## config.mk

```make
export PLATFORM = sky130hd
export DESIGN_NAME = shift_add_mul
export DESIGN_NICKNAME = d
export VERILOG_FILES = /design/src/rtl/smul_pkg.sv /design/src/rtl/sam_prep.sv /design/src/rtl/sam_step.sv /design/src/rtl/sam_ctrl.sv /design/src/rtl/sam_fix.sv /design/src/rtl/shift_add_mul.sv
export SDC_FILE = /design/constraint.sdc
export NUM_CORES = 1
export LEC_CHECK = 0
export ABC_AREA = 1
export BUFFER_PORTS_ARGS = -buffer_cell sky130_fd_sc_hd__buf_2
export CAP_MARGIN = 20
export CORE_ASPECT_RATIO = 0.8
export CORE_MARGIN = 1
export CORE_UTILIZATION = 35
export DETAILED_ROUTE_END_ITERATION = 8
export HOLD_SLACK_MARGIN = 0.02
export PLACE_DENSITY_LB_ADDON = 0.15
export SYNTH_ARGS = -nofsm -noshare
export SYNTH_HDL_FRONTEND = slang
export SYNTH_SLANG_ARGS = --single-unit
```

## constraint.sdc

```tcl
create_clock -name clk -period 4.05 [get_ports clk]
set_input_delay 0.6075 -clock clk [delete_from_list [all_inputs] [get_ports clk]]
set_output_delay 0.6075 -clock clk [all_outputs]
set_load 0.05 [all_outputs]
```

## src/rtl/smul_pkg.sv

```systemverilog
package smul_pkg;

    typedef enum logic [0:0] {
        ST_IDLE = 1'b0,
        ST_RUN  = 1'b1
    } mul_state_e;

    typedef struct packed {
        logic sgn_mode;
        logic negate;
    } op_flags_t;

    function automatic logic signs_differ(input logic sgn_mode, input logic a_msb,
                                          input logic b_msb);
        return sgn_mode & (a_msb ^ b_msb);
    endfunction

endpackage

```

## src/rtl/sam_prep.sv

```systemverilog
module sam_prep #(
    parameter int W = 8
) (
    input  logic                 sgn_mode,
    input  logic [W-1:0]         op_a,
    input  logic [W-1:0]         op_b,
    output logic [W-1:0]         mag_a,
    output logic [W-1:0]         mag_b,
    output smul_pkg::op_flags_t  flags
);
    logic a_neg, b_neg;

    always_comb begin
        a_neg = sgn_mode & op_a[W-1];
        b_neg = sgn_mode & op_b[W-1];
        // the most negative value maps onto itself, read as an unsigned magnitude
        mag_a = a_neg ? (~op_a + 1'b1) : op_a;
        mag_b = b_neg ? (~op_b + 1'b1) : op_b;
        flags.sgn_mode = sgn_mode;
        flags.negate   = smul_pkg::signs_differ(sgn_mode, op_a[W-1], op_b[W-1]);
    end
endmodule

```

## src/rtl/sam_step.sv

```systemverilog
module sam_step #(
    parameter int W = 8
) (
    input  logic [W-1:0]   mcand,
    input  logic [2*W-1:0] acc,
    output logic [2*W-1:0] acc_next
);
    logic [W:0] sum;

    always_comb begin
        sum = {1'b0, acc[2*W-1:W]} + (acc[0] ? {1'b0, mcand} : '0);
        // carry lands in the MSB while everything moves right one place
        acc_next = {sum, acc[W-1:1]};
    end
endmodule

```

## src/rtl/sam_ctrl.sv

```systemverilog
module sam_ctrl #(
    parameter int W = 8
) (
    input  logic clk,
    input  logic rst,
    input  logic start,
    output logic load,
    output logic step,
    output logic last,
    output logic busy,
    output logic done
);
    import smul_pkg::*;

    localparam int CW = $clog2(W + 1);
    localparam logic [CW-1:0] LAST_IDX = CW'(W - 1);

    mul_state_e     state;
    logic [CW-1:0]  iter;

    always_comb begin
        busy = (state == ST_RUN);
        load = start && (state == ST_IDLE);
        step = (state == ST_RUN);
        last = step && (iter == LAST_IDX);
    end

    always_ff @(posedge clk) begin
        if (rst) begin
            state <= ST_IDLE;
            iter  <= '0;
            done  <= 1'b0;
        end else begin
            done <= last;
            if (load) begin
                state <= ST_RUN;
                iter  <= '0;
            end else if (step) begin
                iter <= iter + 1'b1;
                if (last) state <= ST_IDLE;
            end
        end
    end
endmodule

```

## src/rtl/sam_fix.sv

```systemverilog
module sam_fix #(
    parameter int W = 8
) (
    input  logic [2*W-1:0] acc,
    input  logic           negate,
    output logic [2*W-1:0] result
);
    always_comb begin
        result = negate ? (~acc + 1'b1) : acc;
    end
endmodule

```

## src/rtl/shift_add_mul.sv

```systemverilog
module shift_add_mul #(
    parameter int W = 8
) (
    input  logic         clk,
    input  logic         rst,
    input  logic         start_i,
    input  logic         signed_i,
    input  logic [W-1:0] op_a_i,
    input  logic [W-1:0] op_b_i,
    output logic         busy_o,
    output logic         done_o,
    output logic [W-1:0] res_hi_o,
    output logic [W-1:0] res_lo_o
);
    import smul_pkg::*;

    localparam int PW = 2 * W;

    logic [W-1:0]  mag_a, mag_b;
    op_flags_t     in_flags, run_flags;
    logic [W-1:0]  mcand_q;
    logic [PW-1:0] acc_q, acc_nx, fixed;
    logic          load, step, last;

    sam_prep #(.W(W)) u_prep (
        .sgn_mode (signed_i),
        .op_a     (op_a_i),
        .op_b     (op_b_i),
        .mag_a    (mag_a),
        .mag_b    (mag_b),
        .flags    (in_flags)
    );

    sam_ctrl #(.W(W)) u_ctrl (
        .clk   (clk),
        .rst   (rst),
        .start (start_i),
        .load  (load),
        .step  (step),
        .last  (last),
        .busy  (busy_o),
        .done  (done_o)
    );

    sam_step #(.W(W)) u_step (
        .mcand    (mcand_q),
        .acc      (acc_q),
        .acc_next (acc_nx)
    );

    sam_fix #(.W(W)) u_fix (
        .acc    (acc_nx),
        .negate (run_flags.negate),
        .result (fixed)
    );

    always_ff @(posedge clk) begin
        if (rst) begin
            mcand_q   <= '0;
            acc_q     <= '0;
            run_flags <= '0;
            res_hi_o  <= '0;
            res_lo_o  <= '0;
        end else begin
            if (load) begin
                mcand_q   <= mag_a;
                acc_q     <= {{W{1'b0}}, mag_b};
                run_flags <= in_flags;
            end else if (step) begin
                acc_q <= acc_nx;
            end
            if (last) begin
                res_hi_o <= fixed[PW-1:W];
                res_lo_o <= fixed[W-1:0];
            end
        end
    end
endmodule

```

**Word level (Yosys, flattened, before mapping)**

Cells that the tools add are included.

- $add $sub $neg: 5
- Equal/unequal tests: 1
- Muxes and demuxes: 9
- Bitwise logic cells: 8
- Reduce and logical (&&, ||, !) cells: 4

Operators by type and width:

| operator | number |
|---|---|
| 2-to-1 mux 8 bit | 5 |
| adder 16 x 1 -> 16 bit (second input constant) | 1 |
| adder 8 x 1 -> 8 bit (second input constant) | 2 |
| 2-to-1 mux 16 bit | 1 |
| inverter 16 bit | 1 |
| inverter 8 bit | 2 |
| adder 8 x 8 -> 9 bit | 1 |
| adder 4 x 1 -> 4 bit (second input constant) | 1 |
| equality test 4 x 3 -> 1 bit (second input constant) | 1 |
| bitwise AND 1 bit | 3 |
| 2-to-1 mux 1 bit | 3 |
| logical AND 1 bit | 2 |
| nonzero test 2 bit | 1 |
| OR reduction 2 bit | 1 |
| inverter 1 bit | 1 |
| bitwise XOR 1 bit | 1 |

- Register bits after elaboration: 47
- Input port bits: 20
- Output and inout bits: 18
- Logic and storage cells: 36

**Longest topological paths before layout**

- Word-level depth: 5
- Gate-level depth with buffers: 17
- Depth with buffers taken out: 16

**Cells and area by module**

A second synthesis with hierarchy kept.

- Cells, all modules: 505
- Area, all modules: 3226.8 um^2

Modules (own cells, without submodules):

| module | times used | cells an instance | area each (um^2) | seq. area each (um^2) |
|---|---|---|---|---|
| shift_add_mul | 1 | 212 | 1574.0 | 820.8 |
| sam_step | 1 | 83 | 493.0 | 0.0 |
| sam_fix | 1 | 94 | 475.5 | 0.0 |
| sam_prep | 1 | 85 | 414.1 | 0.0 |
| sam_ctrl | 1 | 31 | 270.3 | 120.1 |

**Worst setup path after synthesis**

OpenSTA, ideal clock, no wires.

- Path kind: reg2reg
- Start: register acc_q[0]
- End: register res_hi_o[7]
- Library setup time: 0.113 ns
- Data arrival time: 2.106 ns
- Data required time: 3.937 ns
- Setup slack: 1.830 ns
- Cell stages (with the launch flop): 15
- Path buffers: 1
- Period minus slack after synthesis: 2.220 ns
- Cell sequence: dfxtp_1 -> clkbuf_1 -> nand2_1 -> inv_1 -> ha_1 -> fa_1 -> nor2_1 -> nor3b_1 -> nand2_1 -> nor2_1 -> nand3_1 -> nand2_1 -> nand3_1 -> nand3_1 -> nand2_1

- Cells in the longest elaborated chain, start to end: 5

Ends and longest elaborated chain:

| item | RTL line | text |
|---|---|---|
| start: declaration | shift_add_mul.sv:22 | `logic [PW-1:0] acc_q, acc_nx, fixed;` |
| start signal: assignment | shift_add_mul.sv:67 | `acc_q <= {{W{1'b0}}, mag_b};` |
| start signal: assignment | shift_add_mul.sv:70 | `acc_q <= acc_nx;` |
| 2-to-1 mux 8 bit | sam_step.sv:11 | `sum = {1'b0, acc[2*W-1:W]} + (acc[0] ? {1'b0, mcand} : '0);` |
| adder 8 x 8 -> 9 bit | sam_step.sv:11 |  |
| via acc_nx[8] | shift_add_mul.sv:22 |  |
| inverter 16 bit | sam_fix.sv:9 | `result = negate ? (~acc + 1'b1) : acc;` |
| adder 16 x 1 -> 16 bit | sam_fix.sv:9 |  |
| 2-to-1 mux 16 bit | sam_fix.sv:9 |  |
| end signal: assignment | shift_add_mul.sv:73 | `res_hi_o <= fixed[PW-1:W];` |
| end: declaration | shift_add_mul.sv:12 | `output logic [W-1:0] res_hi_o,` |

The timed path passes the listed nets, and every way through them passes these cells.
A chain may end at the register's enable or synchronous reset.

**Worst setup path after layout**

Same ends and word-level chain as after synthesis.

==> flow_metrics.env <==
export IMPL_run_status="completed"
export IMPL_ff2ff_setup_slack_ns=1.70
export IMPL_wl_microns=6120
export IMPL_post_synth_inst_count=404
export IMPL_htree_num_levels=2
export IMPL_layout_commonest_cell="sky130_fd_sc_hd__nand2_1"
export IMPL_final_cell_mix="sky130_fd_sc_hd__nand2_1, sky130_fd_sc_hd__inv_1, sky130_fd_sc_hd__dfxtp_1"
export IMPL_synth_seq_area_share_pct=34.6
export IMPL_number_of_hold_repair_buffers_added_at_the_cts_stage=0
export IMPL_number_of_max_slew_violations_in_the_final_report=0
export IMPL_r2r_start="acc_q[0]$_SDFFE_PP0P_"
export IMPL_areaGrowthSynthToFinish_pct=13.9
export IMPL_synthesis_yosys_warnings=0
export IMPL_post_synthesis_cell_area_sq_um=2720
export IMPL_place_congestion=0.804
export IMPL_cts_bufs_inserted=5
export IMPL_timing_clock_skew_ns=0.00903
export IMPL_synth_distinct_cells=34
export IMPL_crit_fanout=9
export IMPL_finalInstanceArea_sq_um=3100
export IMPL_drive_gt1_share_pct=13.1
export IMPL_cts_setup_buffers=0
export IMPL_final_util_pct=41.5
export IMPL_arrival_ns=2.55
export IMPL_n_antenna_cell=0
export IMPL_timing_critical_path_to_type="flip-flop"
export IMPL_core_sq_um=7460
export IMPL_power_density_cell_area_nw_per_um2=298
export IMPL_timing_final_setup_violations=0
export IMPL_numClockSinks=47
export IMPL_initial_antenna_violation_count=0
export IMPL_detail_route_wl_per_cell_microns=11.2
export IMPL_hold_viol=0
export IMPL_setup_repair_after_global_routing_missed_its_margin="no"
export IMPL_core_rowCount=28
export IMPL_antenna_viol_nets_final=0
export IMPL_post_route_period_util_pct=58.1
export IMPL_power_leakage_nw=1.60
export IMPL_min_period_ns=2.35
export IMPL_postSynthAreaPerCell_sq_um=6.74
export IMPL_design_die_area_sq_um=8140
export IMPL_cts_tree="yes"
export IMPL_max_freq_mhz=425
export IMPL_horizontal_die_dimension_microns=101
export IMPL_worst_endpoint_required_ns=4.25
export IMPL_start_util_pct=36.5
export IMPL_ys_ff_latch=47
export IMPL_drt_pass1_iterations=4
export IMPL_drc=0
export IMPL_grt_total_usage_pct=16.3
export IMPL_reg2reg_end="res_hi_o[7]$_SDFFE_PP0P_"
export IMPL_root_buffer_master="sky130_fd_sc_hd__clkbuf_8"
export IMPL_die_h_microns=80.9
export IMPL_max_clock_path_buffers=2
export IMPL_fin_setup_tns_ns=0
export IMPL_fill_cell_instance_count_of_the_final_layout=849
export IMPL_place_detailed_hpwl_microns=4810
export IMPL_placed_area_sq_um=3010
export IMPL_vias_per_cell=4.63
export IMPL_vias=2534
export IMPL_initialDrtViolationCount=115
export IMPL_global_route_wire_length_before_repair_microns=10600
export IMPL_rr_worst_depth=13
export IMPL_synth_net_count=437
export IMPL_post_cts_resized=0
export IMPL_timing_max_cap_violations=0
export IMPL_actual_transition_at_the_worst_max_transition_pin_ns=0.646
export IMPL_worst_setup_hold_path_clk_slew_ns=0.08
export IMPL_ios=38
export IMPL_io_buffer_count=37
export IMPL_worst_setup_path_type="reg2reg"
export IMPL_grt_start_max_net_pins=32
export IMPL_insertion_delay_ns=0.30
export IMPL_final_net_count=474
export IMPL_worst_ir_drop_vdd_mv=0.111
export IMPL_via_count_of_the_first_global_routing_pass=2223
export IMPL_worstSetupStartpointType="flip-flop"
export IMPL_timing_hold_worst_class="reg2reg"
export IMPL_crit_path_end="res_hi_o[7]$_SDFFE_PP0P_"
export IMPL_relSlewSlack_pct=56.8
export IMPL_critPathLaunch="acc_q[0]$_SDFFE_PP0P_"
export IMPL_total_overflow_reported_by_the_global_router=0
-- worst min path at each step --
| stage | start | to | slack [ns] | cells after the start |
|---|---|---|---|---|
| CTS | res_hi_o[6]$_SDFFE_PP0P_ | res_hi_o[6]$_SDFFE_PP0P_ | 0.45 | 2 |
| global placement | res_lo_o[5]$_SDFFE_PP0P_ | res_lo_o[5]$_SDFFE_PP0P_ | 0.43 | 2 |
| finish | res_hi_o[6]$_SDFFE_PP0P_ | res_hi_o[6]$_SDFFE_PP0P_ | 0.45 | 2 |
| floorplan | mcand_q[6]$_SDFFE_PP0P_ | mcand_q[6]$_SDFFE_PP0P_ | 0.43 | 2 |
| global route | res_hi_o[7]$_SDFFE_PP0P_ | res_hi_o[7]$_SDFFE_PP0P_ | 0.47 | 2 |
| detailed placement | res_hi_o[6]$_SDFFE_PP0P_ | res_hi_o[6]$_SDFFE_PP0P_ | 0.44 | 2 |
-- power by group --
part           switching [mW]  leakage, nW  total (mW)  internal, mW
clock network           0.155       0.0412       0.276         0.121
registers              0.0157        0.383       0.494         0.479
logic                  0.0980         1.18       0.154        0.0564
-- cells by family (layout without fill, tap and decap cells) --
family / Yosys count / count (layout) / synth area share, %
AND/OR/NAND/NOR: 186 / 186 / 29.4
AO/OA/AOI/OAI: 76 / 76 / 16.1
buffers and inverters: 71 / 109 / 10.1
flip-flops: 47 / 47 / 34.6
adder cells (fa/ha/maj): 13 / 13 / 6.25
XOR/XNOR: 11 / 11 / 3.54
-- per-stage QoR --
step	worst slack, ns	hold slack, ns	std cells	total power [mW]
floorplan	1.83	0.426	404	0.615
global placement	1.76	0.435	538	0.658
detailed placement	1.68	0.435	538	0.659
CTS	1.67	0.455	546	0.940
global route	1.45	0.472	547	0.986
finish	1.70	0.451	547	0.924
-- critical path: stages, from the launching register on --
cell,delay (ns)
sky130_fd_sc_hd__dfxtp_1,0.47
sky130_fd_sc_hd__nand2_1,0.09
sky130_fd_sc_hd__inv_1,0.06
sky130_fd_sc_hd__ha_1,0.19
sky130_fd_sc_hd__fa_1,0.50
sky130_fd_sc_hd__nor2_1,0.12
sky130_fd_sc_hd__nor3b_1,0.17
sky130_fd_sc_hd__nand2_1,0.11
sky130_fd_sc_hd__nor2_1,0.12
sky130_fd_sc_hd__nand3_1,0.07
sky130_fd_sc_hd__nand2_1,0.11
sky130_fd_sc_hd__nand3_1,0.08
sky130_fd_sc_hd__nand3_1,0.09
sky130_fd_sc_hd__nand2_1,0.05
-- metal layers --
metal / part of all wire, % / track usage, %
met1: 57 / 24.8
met2: 39 / 23.1
met3: 3.2 / 2.75
met5: 0 / 0
met4: 1.2 / 4.78
-- registers in the layout (all words and copies together) (netlist names) --
signal       cells
run_flags        1
acc_q           16
mcand_q          8
u_ctrl.done      1
res_hi_o         8
u_ctrl.iter      4
res_lo_o         8
u_ctrl.busy      1
-- synth_stat cells --
cell,instances,area (sq um)
sky130_fd_sc_hd__a22oi_1,5,37.5
sky130_fd_sc_hd__o221ai_1,1,8.76
sky130_fd_sc_hd__dfxtp_1,47,941
sky130_fd_sc_hd__o21a_1,1,7.51
sky130_fd_sc_hd__o21ai_0,27,135
sky130_fd_sc_hd__nand4_1,5,31.3
sky130_fd_sc_hd__a32o_1,1,10.0
sky130_fd_sc_hd__a21oi_1,24,120
sky130_fd_sc_hd__inv_1,60,225
sky130_fd_sc_hd__nor2_1,21,78.8
sky130_fd_sc_hd__nor3_2,1,10.0
sky130_fd_sc_hd__o21ai_2,1,8.76
sky130_fd_sc_hd__nand2_1,112,420
sky130_fd_sc_hd__nand2_2,2,12.5
sky130_fd_sc_hd__fa_1,1,20.0
sky130_fd_sc_hd__clkbuf_1,5,18.8
sky130_fd_sc_hd__xnor2_1,4,35.0
sky130_fd_sc_hd__xor2_1,7,61.3
sky130_fd_sc_hd__o22ai_1,1,6.26
sky130_fd_sc_hd__nor3b_1,2,15.0
sky130_fd_sc_hd__ha_1,12,150
sky130_fd_sc_hd__o31ai_1,3,22.5
sky130_fd_sc_hd__o21ai_1,1,5.00
sky130_fd_sc_hd__nand3_2,1,10.0
sky130_fd_sc_hd__buf_4,1,7.51
sky130_fd_sc_hd__nand3_1,29,145
sky130_fd_sc_hd__nor4_1,1,6.26
sky130_fd_sc_hd__inv_2,1,3.75
sky130_fd_sc_hd__a31oi_1,4,25.0
sky130_fd_sc_hd__nand3b_1,2,15.0
sky130_fd_sc_hd__buf_2,4,20.0
sky130_fd_sc_hd__or2_2,5,31.3
sky130_fd_sc_hd__o211ai_1,7,52.6
sky130_fd_sc_hd__nor3_1,5,25.0
-- cell type report --
class | count | area (sq um) | share of cell area (%)
clock buffer | 6 | 72.6 | 2.34
clock inverter | 2 | 12.5 | 0.404
inverter | 61 | 229 | 7.39
multi-input combinational | 286 | 1510 | 48.6
sequential | 47 | 941 | 30.3
tap | 105 | 131 | 4.24
timing repair buffer | 40 | 208 | 6.70
Note: power is estimated with default switching activity, not from simulation.
